## src/rtl/rtr_pkg.sv

```systemverilog
package rtr_pkg;
  localparam logic [1:0] TOP_FIXED  = 2'd0;
  localparam logic [1:0] TOP_CAPT   = 2'd1;
  localparam logic [1:0] TOP_CMPA   = 2'd2;
  localparam logic [1:0] TOP_FIXED2 = 2'd3;

  localparam int unsigned ADDR_CTRL  = 0;
  localparam int unsigned ADDR_FLAGS = 1;
  localparam int unsigned ADDR_CAPT  = 2;
  localparam int unsigned ADDR_CMP0  = 3;

  localparam int unsigned CTRL_RETRIG_BIT = 2;
  localparam int unsigned CTRL_IE_LSB     = 3;
endpackage

```

## src/rtl/rtr_regs.sv

```systemverilog
module rtr_regs
  import rtr_pkg::*;
#(
  parameter int unsigned CNT_W  = 16,
  parameter int unsigned N_CH   = 2,
  parameter int unsigned ADDR_W = 3
) (
  input  logic                        clk_i,
  input  logic                        rst_i,
  input  logic                        wr_en_i,
  input  logic [ADDR_W-1:0]           wr_addr_i,
  input  logic [CNT_W-1:0]            wr_data_i,
  output logic [1:0]                  top_sel_o,
  output logic                        retrig_o,
  output logic [N_CH-1:0]             ie_o,
  output logic [CNT_W-1:0]            capt_o,
  output logic [N_CH-1:0][CNT_W-1:0]  cmp_o,
  output logic [N_CH-1:0]             clr_o
);
  logic ctrl_we, capt_we, flag_we;

  assign ctrl_we = wr_en_i && (wr_addr_i == ADDR_W'(ADDR_CTRL));
  assign capt_we = wr_en_i && (wr_addr_i == ADDR_W'(ADDR_CAPT));
  assign flag_we = wr_en_i && (wr_addr_i == ADDR_W'(ADDR_FLAGS));
  assign clr_o   = flag_we ? wr_data_i[N_CH-1:0] : '0;

  always_ff @(posedge clk_i) begin
    if (rst_i) begin
      top_sel_o <= TOP_FIXED;
      retrig_o  <= 1'b0;
      ie_o      <= '0;
      capt_o    <= '0;
    end else begin
      if (ctrl_we) begin
        top_sel_o <= wr_data_i[1:0];
        retrig_o  <= wr_data_i[CTRL_RETRIG_BIT];
        ie_o      <= wr_data_i[CTRL_IE_LSB +: N_CH];
      end
      if (capt_we) capt_o <= wr_data_i;
    end
  end

  for (genvar i = 0; i < N_CH; i++) begin : g_cmp
    always_ff @(posedge clk_i) begin
      if (rst_i)
        cmp_o[i] <= '0;
      else if (wr_en_i && (wr_addr_i == ADDR_W'(ADDR_CMP0 + i)))
        cmp_o[i] <= wr_data_i;
    end
  end
endmodule

```

## src/rtl/rtr_counter.sv

```systemverilog
module rtr_counter
  import rtr_pkg::*;
#(
  parameter int unsigned CNT_W     = 16,
  parameter logic [CNT_W-1:0] FIXED_TOP = '1
) (
  input  logic             clk_i,
  input  logic             rst_i,
  input  logic             tick_i,
  input  logic [1:0]       top_sel_i,
  input  logic             retrig_i,
  input  logic             capt_evt_i,
  input  logic [CNT_W-1:0] capt_i,
  input  logic [CNT_W-1:0] cmpa_i,
  output logic [CNT_W-1:0] count_o,
  output logic             top_o,
  output logic             bottom_o
);
  logic [CNT_W-1:0] top_val;
  logic             top_hit;

  always_comb begin
    case (top_sel_i)
      TOP_CAPT: top_val = capt_i;
      TOP_CMPA: top_val = cmpa_i;
      default:  top_val = FIXED_TOP;
    endcase
  end

  // retrigger is merged into the wrap condition
  assign top_hit = (count_o == top_val) || (retrig_i && capt_evt_i);

  always_ff @(posedge clk_i) begin
    if (rst_i) begin
      count_o  <= '0;
      top_o    <= 1'b0;
      bottom_o <= 1'b0;
    end else begin
      top_o    <= tick_i && top_hit;
      bottom_o <= tick_i && (count_o == '0);
      if (tick_i) count_o <= top_hit ? '0 : count_o + 1'b1;
    end
  end
endmodule

```

## src/rtl/rtr_cmp_ch.sv

```systemverilog
module rtr_cmp_ch #(
  parameter int unsigned CNT_W = 16
) (
  input  logic             clk_i,
  input  logic             rst_i,
  input  logic             tick_i,
  input  logic [CNT_W-1:0] count_i,
  input  logic [CNT_W-1:0] cmp_i,
  input  logic             clr_i,
  input  logic             ie_i,
  output logic             flag_o,
  output logic             irq_o
);
  logic set_ev;

  assign set_ev = tick_i && (count_i == cmp_i);

  always_ff @(posedge clk_i) begin
    if (rst_i) flag_o <= 1'b0;
    else       flag_o <= set_ev || (flag_o && !clr_i);
  end

  assign irq_o = flag_o && ie_i;
endmodule

```

## src/rtl/rtr_timer.sv

```systemverilog
module rtr_timer
  import rtr_pkg::*;
#(
  parameter int unsigned CNT_W     = 16,
  parameter int unsigned N_CH      = 2,
  parameter int unsigned ADDR_W    = 3,
  parameter logic [CNT_W-1:0] FIXED_TOP = '1
) (
  input  logic              clk_i,
  input  logic              rst_i,
  input  logic              tick_i,
  input  logic              wr_en_i,
  input  logic [ADDR_W-1:0] wr_addr_i,
  input  logic [CNT_W-1:0]  wr_data_i,
  input  logic              capt_evt_i,
  input  logic [N_CH-1:0]   irq_ack_i,
  output logic [CNT_W-1:0]  count_o,
  output logic              top_o,
  output logic              bottom_o,
  output logic [N_CH-1:0]   flag_o,
  output logic [N_CH-1:0]   irq_o
);
  logic [1:0]                 top_sel;
  logic                       retrig_en;
  logic [N_CH-1:0]            ie;
  logic [CNT_W-1:0]           capt_val;
  logic [N_CH-1:0][CNT_W-1:0] cmp_val;
  logic [N_CH-1:0]            wr_clr;

  rtr_regs #(.CNT_W(CNT_W), .N_CH(N_CH), .ADDR_W(ADDR_W)) u_regs (
    .clk_i(clk_i), .rst_i(rst_i), .wr_en_i(wr_en_i), .wr_addr_i(wr_addr_i),
    .wr_data_i(wr_data_i), .top_sel_o(top_sel), .retrig_o(retrig_en),
    .ie_o(ie), .capt_o(capt_val), .cmp_o(cmp_val), .clr_o(wr_clr)
  );

  rtr_counter #(.CNT_W(CNT_W), .FIXED_TOP(FIXED_TOP)) u_cnt (
    .clk_i(clk_i), .rst_i(rst_i), .tick_i(tick_i), .top_sel_i(top_sel),
    .retrig_i(retrig_en), .capt_evt_i(capt_evt_i), .capt_i(capt_val),
    .cmpa_i(cmp_val[0]), .count_o(count_o), .top_o(top_o), .bottom_o(bottom_o)
  );

  for (genvar i = 0; i < N_CH; i++) begin : g_ch
    rtr_cmp_ch #(.CNT_W(CNT_W)) u_ch (
      .clk_i(clk_i), .rst_i(rst_i), .tick_i(tick_i), .count_i(count_o),
      .cmp_i(cmp_val[i]), .clr_i(wr_clr[i] || irq_ack_i[i]), .ie_i(ie[i]),
      .flag_o(flag_o[i]), .irq_o(irq_o[i])
    );
  end
endmodule

```

## config.mk

```make
export PLATFORM = sky130hd
export DESIGN_NAME = rtr_timer
export DESIGN_NICKNAME = d
export VERILOG_FILES = /design/src/rtl/rtr_pkg.sv /design/src/rtl/rtr_regs.sv /design/src/rtl/rtr_counter.sv /design/src/rtl/rtr_cmp_ch.sv /design/src/rtl/rtr_timer.sv
export SDC_FILE = /design/constraint.sdc
export NUM_CORES = 1
export LEC_CHECK = 0
export BUFFER_PORTS_ARGS = -buffer_cell sky130_fd_sc_hd__buf_2
export CORE_ASPECT_RATIO = 0.7
export CORE_UTILIZATION = 50
export CTS_CLUSTER_DIAMETER = 80
export DETAILED_ROUTE_END_ITERATION = 8
export PLACE_DENSITY = 0.7
export SYNTH_ARGS = -nofsm -noshare
export SYNTH_HDL_FRONTEND = slang
export SYNTH_SLANG_ARGS = --single-unit
```

## constraint.sdc

```tcl
create_clock -name clk_i -period 4.2 [get_ports clk_i]
set_input_delay 0 -clock clk_i [delete_from_list [all_inputs] [get_ports clk_i]]
set_output_delay 0 -clock clk_i [all_outputs]
set_load 0.01 [all_outputs]
```

==> insert_results.sql <==
INSERT INTO impl_metrics (metric_group, metric, value, unit) VALUES
('outcome', 'status', 'finished clean', ''),
('route', 'routed-via-count', '3359', ''),
('clock_network', 'worst_skew_pair.late_latency', '0.37', 'ns'),
('timing', 'worst_slew_margin_rel', '0.163', ''),
('route', 'dr.first_iter.drc_count', '284', ''),
('logic_synthesis', 'synth_cells', '462', ''),
('route', 'drt_pre_antenna_iters', '7', ''),
('job', 'maxCapViolCount', '0', ''),
('floorplanning', 'start_util', '0.518', ''),
('cells_and_area', 'insertedDiodeCount', '0', ''),
('pwr', 'power.ir.vdd_worst', '0.232', 'mV'),
('logic_synthesis', 'ys_top_cells_by_area', 'dfxtp_1 39%, xnor2_1 12%, nand2_1 12%', ''),
('cells_and_area', 'area_growth', '12.5', '%'),
('timing', 'finalSetupViolations', '0', ''),
('cells_and_area', 'multi_input_area', '2070', 'um2'),
('route', 'finalWirelength', '10300', 'um'),
('place', 'detailed_place.area', '3930', 'um2'),
('clock_network', 'cts_setup_buffers', '0', ''),
('timing', 'fin_setup_tns', '0', 'ns'),
('place', 'buffer_ports.inserted', '47', ''),
('floorplanning', 'placement_rows', '26', ''),
('grt', 'antenna_found_initial', '0', ''),
('logic_synthesis', 'yosys_warnings', '0', ''),
('worst_setup_path', 'crit_type', 'flop to flop', ''),
('worst_setup_path', 'critical_path_peak_fanout', '16', ''),
('worst_setup_path', 'cp-start-kind', 'flop', ''),
('clock_network', 'cts_num_sinks', '73', ''),
('grt', 'global_route.overflow_total', '0', ''),
('logic_synthesis', 'ys_types', '37', ''),
('clock_network', 'ctsLongestPathBuffers', '2', ''),
('grt', 'first_global_vias', '2810', ''),
('cells_and_area', 'filler_instances', '704', ''),
('cells_and_area', 'fin_util', '0.583', ''),
('clock_network', 'cts.repair.resized', '0', ''),
('cells_and_area', 'num-nets-final', '526', ''),
('pwr', 'cellLeakagePower', '1.52', 'nW'),
('grt', 'grt_start_max_net_pins', '62', ''),
('route', 'routedWlPerCell', '17.1', 'um'),
('route', 'route.detailed.drc', '0', ''),
('timing', 'final_min_period_over_clock_period', '0.719', ''),
('grt', 'globalRouteTotalUtil', '0.268', ''),
('cells_and_area', 'layout_common_cells', '118 x nand2_1, 73 x dfxtp_1, 57 x a21oi_1, 52 x xnor2_1, 47 x buf_2', ''),
('grt', 'grt_first_pass_wirelength', '15600', 'um'),
('timing', 'finalMaxSlewViolations', '0', ''),
('cells_and_area', 'sequential_cell_area', '1460', 'um2'),
('clock_network', 'cts_hold_buffers', '18', ''),
('timing', 'rsz0062_at_grt', 'no', ''),
('floorplanning', 'fp.dieH', '74.9', 'um'),
('place', 'place.gp.congestion', '0.895', ''),
('timing', 'clock_skew', '0.00862', 'ns'),
('route', 'drt.antenna.violating_nets', '0', ''),
('cells_and_area', 'post_layout_instance_area', '4270', 'um2'),
('floorplanning', 'die_w', '106', 'um'),
('worst_setup_path', 'crit_required', '4.40', 'ns'),
('clock_network', 'cts-buffers-inserted', '9', ''),
('logic_synthesis', 'yosysTopAreaCellShare', '0.385', ''),
('clock_network', 'cts_root_buf', 'clkbuf_8', ''),
('timing', 'timing.final.crit_period', '3.02', 'ns'),
('logic_synthesis', 'synth_top_area_cell', 'dfxtp_1', ''),
('logic_synthesis', 'mappedNetlistArea', '3790', 'um2'),
('floorplanning', 'core_area', '7320', 'um2'),
('clock_network', 'clock_h_tree_levels', '3', ''),
('timing', 'hold_ws', '0.0469', 'ns'),
('logic_synthesis', 'syn_avg_cell_area', '8.21', 'um2'),
('worst_setup_path', 'critical_path.endpoint_type', 'flop', ''),
('clock_network', 'cts_tree', 'yes', ''),
('logic_synthesis', 'synth.net_count', '492', ''),
('cells_and_area', 'drive_above_1_share', '0.166', ''),
('logic_synthesis', 'synth-seq-cells', '73', ''),
('clock_network', 'path_clk_slew', '0.07', 'ns'),
('cells_and_area', 'mostFrequentLayoutCell', 'nand2_1', ''),
('place', 'detailed_place_hpwl', '6930', 'um'),
('floorplanning', 'design.die.area', '7940', 'um2'),
('floorplanning', 'top_level_port_count', '48', ''),
('timing', 'worst_pin_slew', '1.25', 'ns'),
('logic_synthesis', 'sequential_element_share_of_the_synthesized_area', '0.385', ''),
('hold_path', 'hp-class', 'input pin to flop', ''),
('pwr', 'power_per_cell_area', '312', 'nW/um2'),
('timing', 'report.final.hold_viol_count', '0', ''),
('timing', 'max_clock_freq', '0.331', 'GHz'),
('worst_setup_path', 'critical_path_arrival', '3.22', 'ns'),
('route', 'routed_via_density', '5.61', '');
==> final timing paths <==
| check | endpoint | startpoint | slack, ns | cells past startpoint |
|---|---|---|---|---|
| hold / removal | u_cnt.top_o$_SDFF_PP0_ | capt_evt_i | 0.05 | 3 |
| hold reg to reg | u_regs.capt_o[0]$_SDFFE_PP0P_ | u_regs.capt_o[0]$_SDFFE_PP0P_ | 0.47 | 2 |
| setup / recovery | u_cnt.count_o[0]$_SDFFE_PP0P_ | u_regs.top_sel_o[0]$_SDFFE_PP0P_ | 1.18 | 7 |
| setup reg to reg | u_cnt.count_o[0]$_SDFFE_PP0P_ | u_regs.top_sel_o[0]$_SDFFE_PP0P_ | 1.18 | 7 |
==> cells by family (layout without fill, tap and decap cells) <==
| group | after synthesis | after routing | share of synthesized area |
|---|---|---|---|
| flip-flops | 73 | 73 | 0.385 |
| buffers and inverters | 50 | 89 | 0.0690 |
| multiplexers | 5 | 5 | 0.0132 |
| adder cells (fa/ha/maj) | 4 | 4 | 0.0132 |
| XOR/XNOR | 60 | 60 | 0.139 |
| AND/OR/NAND/NOR | 183 | 183 | 0.220 |
| AO/OA/AOI/OAI | 87 | 87 | 0.161 |
==> power by group <==
part / switching [W] / internal (W) / total [W]
Combinational: 0.0000790 / 0.0000598 / 0.000139
Sequential: 0.0000158 / 0.000707 / 0.000723
Clock: 0.000260 / 0.000211 / 0.000470
Total: 0.000354 / 0.000978 / 0.00133
==> area by class of cell <==
type	instances	share of cell area
inverter	6	0.00528
sequential	73	0.343
clock buffer	12	0.0317
multi-input combinational	339	0.486
tap	98	0.0287
clock inverter	4	0.00469
timing repair buffer	67	0.101
==> per-layer routing <==
metal	wire length [um]	vias up	track usage
met1	4940	1593	0.392
met5	0	-	0
met4	93	0	0.0617
met3	889	11	0.0745
met2	4340	128	0.391
li1	-	1627	-
==> worst max-delay path, stage by stage (launching register included) <==
cell and delay [ns]:
dfxtp_1 0.36, inv_1 0.05, ha_1 0.72, a221oi_1 0.13
xnor2_1 0.18, nor4_1 0.37, and4_1 0.84, o32ai_2 0.20
==> state kept, by name, summed over array words and instances (netlist names) <==
name and flops:
u_cnt.count_o 16, u_regs.cmp_o 32, u_regs.capt_o 16, u_regs.top_sel_o 2, u_regs.ie_o 2, u_cnt.bottom_o 1
g_ch.u_ch.flag_o 2, u_cnt.top_o 1, u_regs.retrig_o 1
==> cell usage after synthesis (all sizes together) <==
library cell,number
a21boi,1
a21oi,65
a221oi,16
a31oi,1
a41o,1
and2,2
and3,1
and4,1
buf,11
clkbuf,33
dfxtp,73
ha,4
inv,6
mux2i,5
nand2,118
nand2b,2
nand3,8
nand3b,3
nand4,12
nand4b,2
nor2,10
nor2b,3
nor3,6
nor3b,1
nor4,13
nor4b,1
o211ai,1
o32ai,2
xnor2,52
xor2,8
==> metrics by stage <==
stage / setup WS, ns / instances / total power, W
after global placement: 1.38 / 565 / 0.000859
after floorplan: 2.04 / 462 / 0.000820
after global routing: 0.967 / 599 / 0.00138
final: 1.18 / 599 / 0.00133
after CTS: 1.18 / 599 / 0.00134
after detailed placement: 1.17 / 565 / 0.000862
Note: power is estimated with default switching activity, not from simulation.
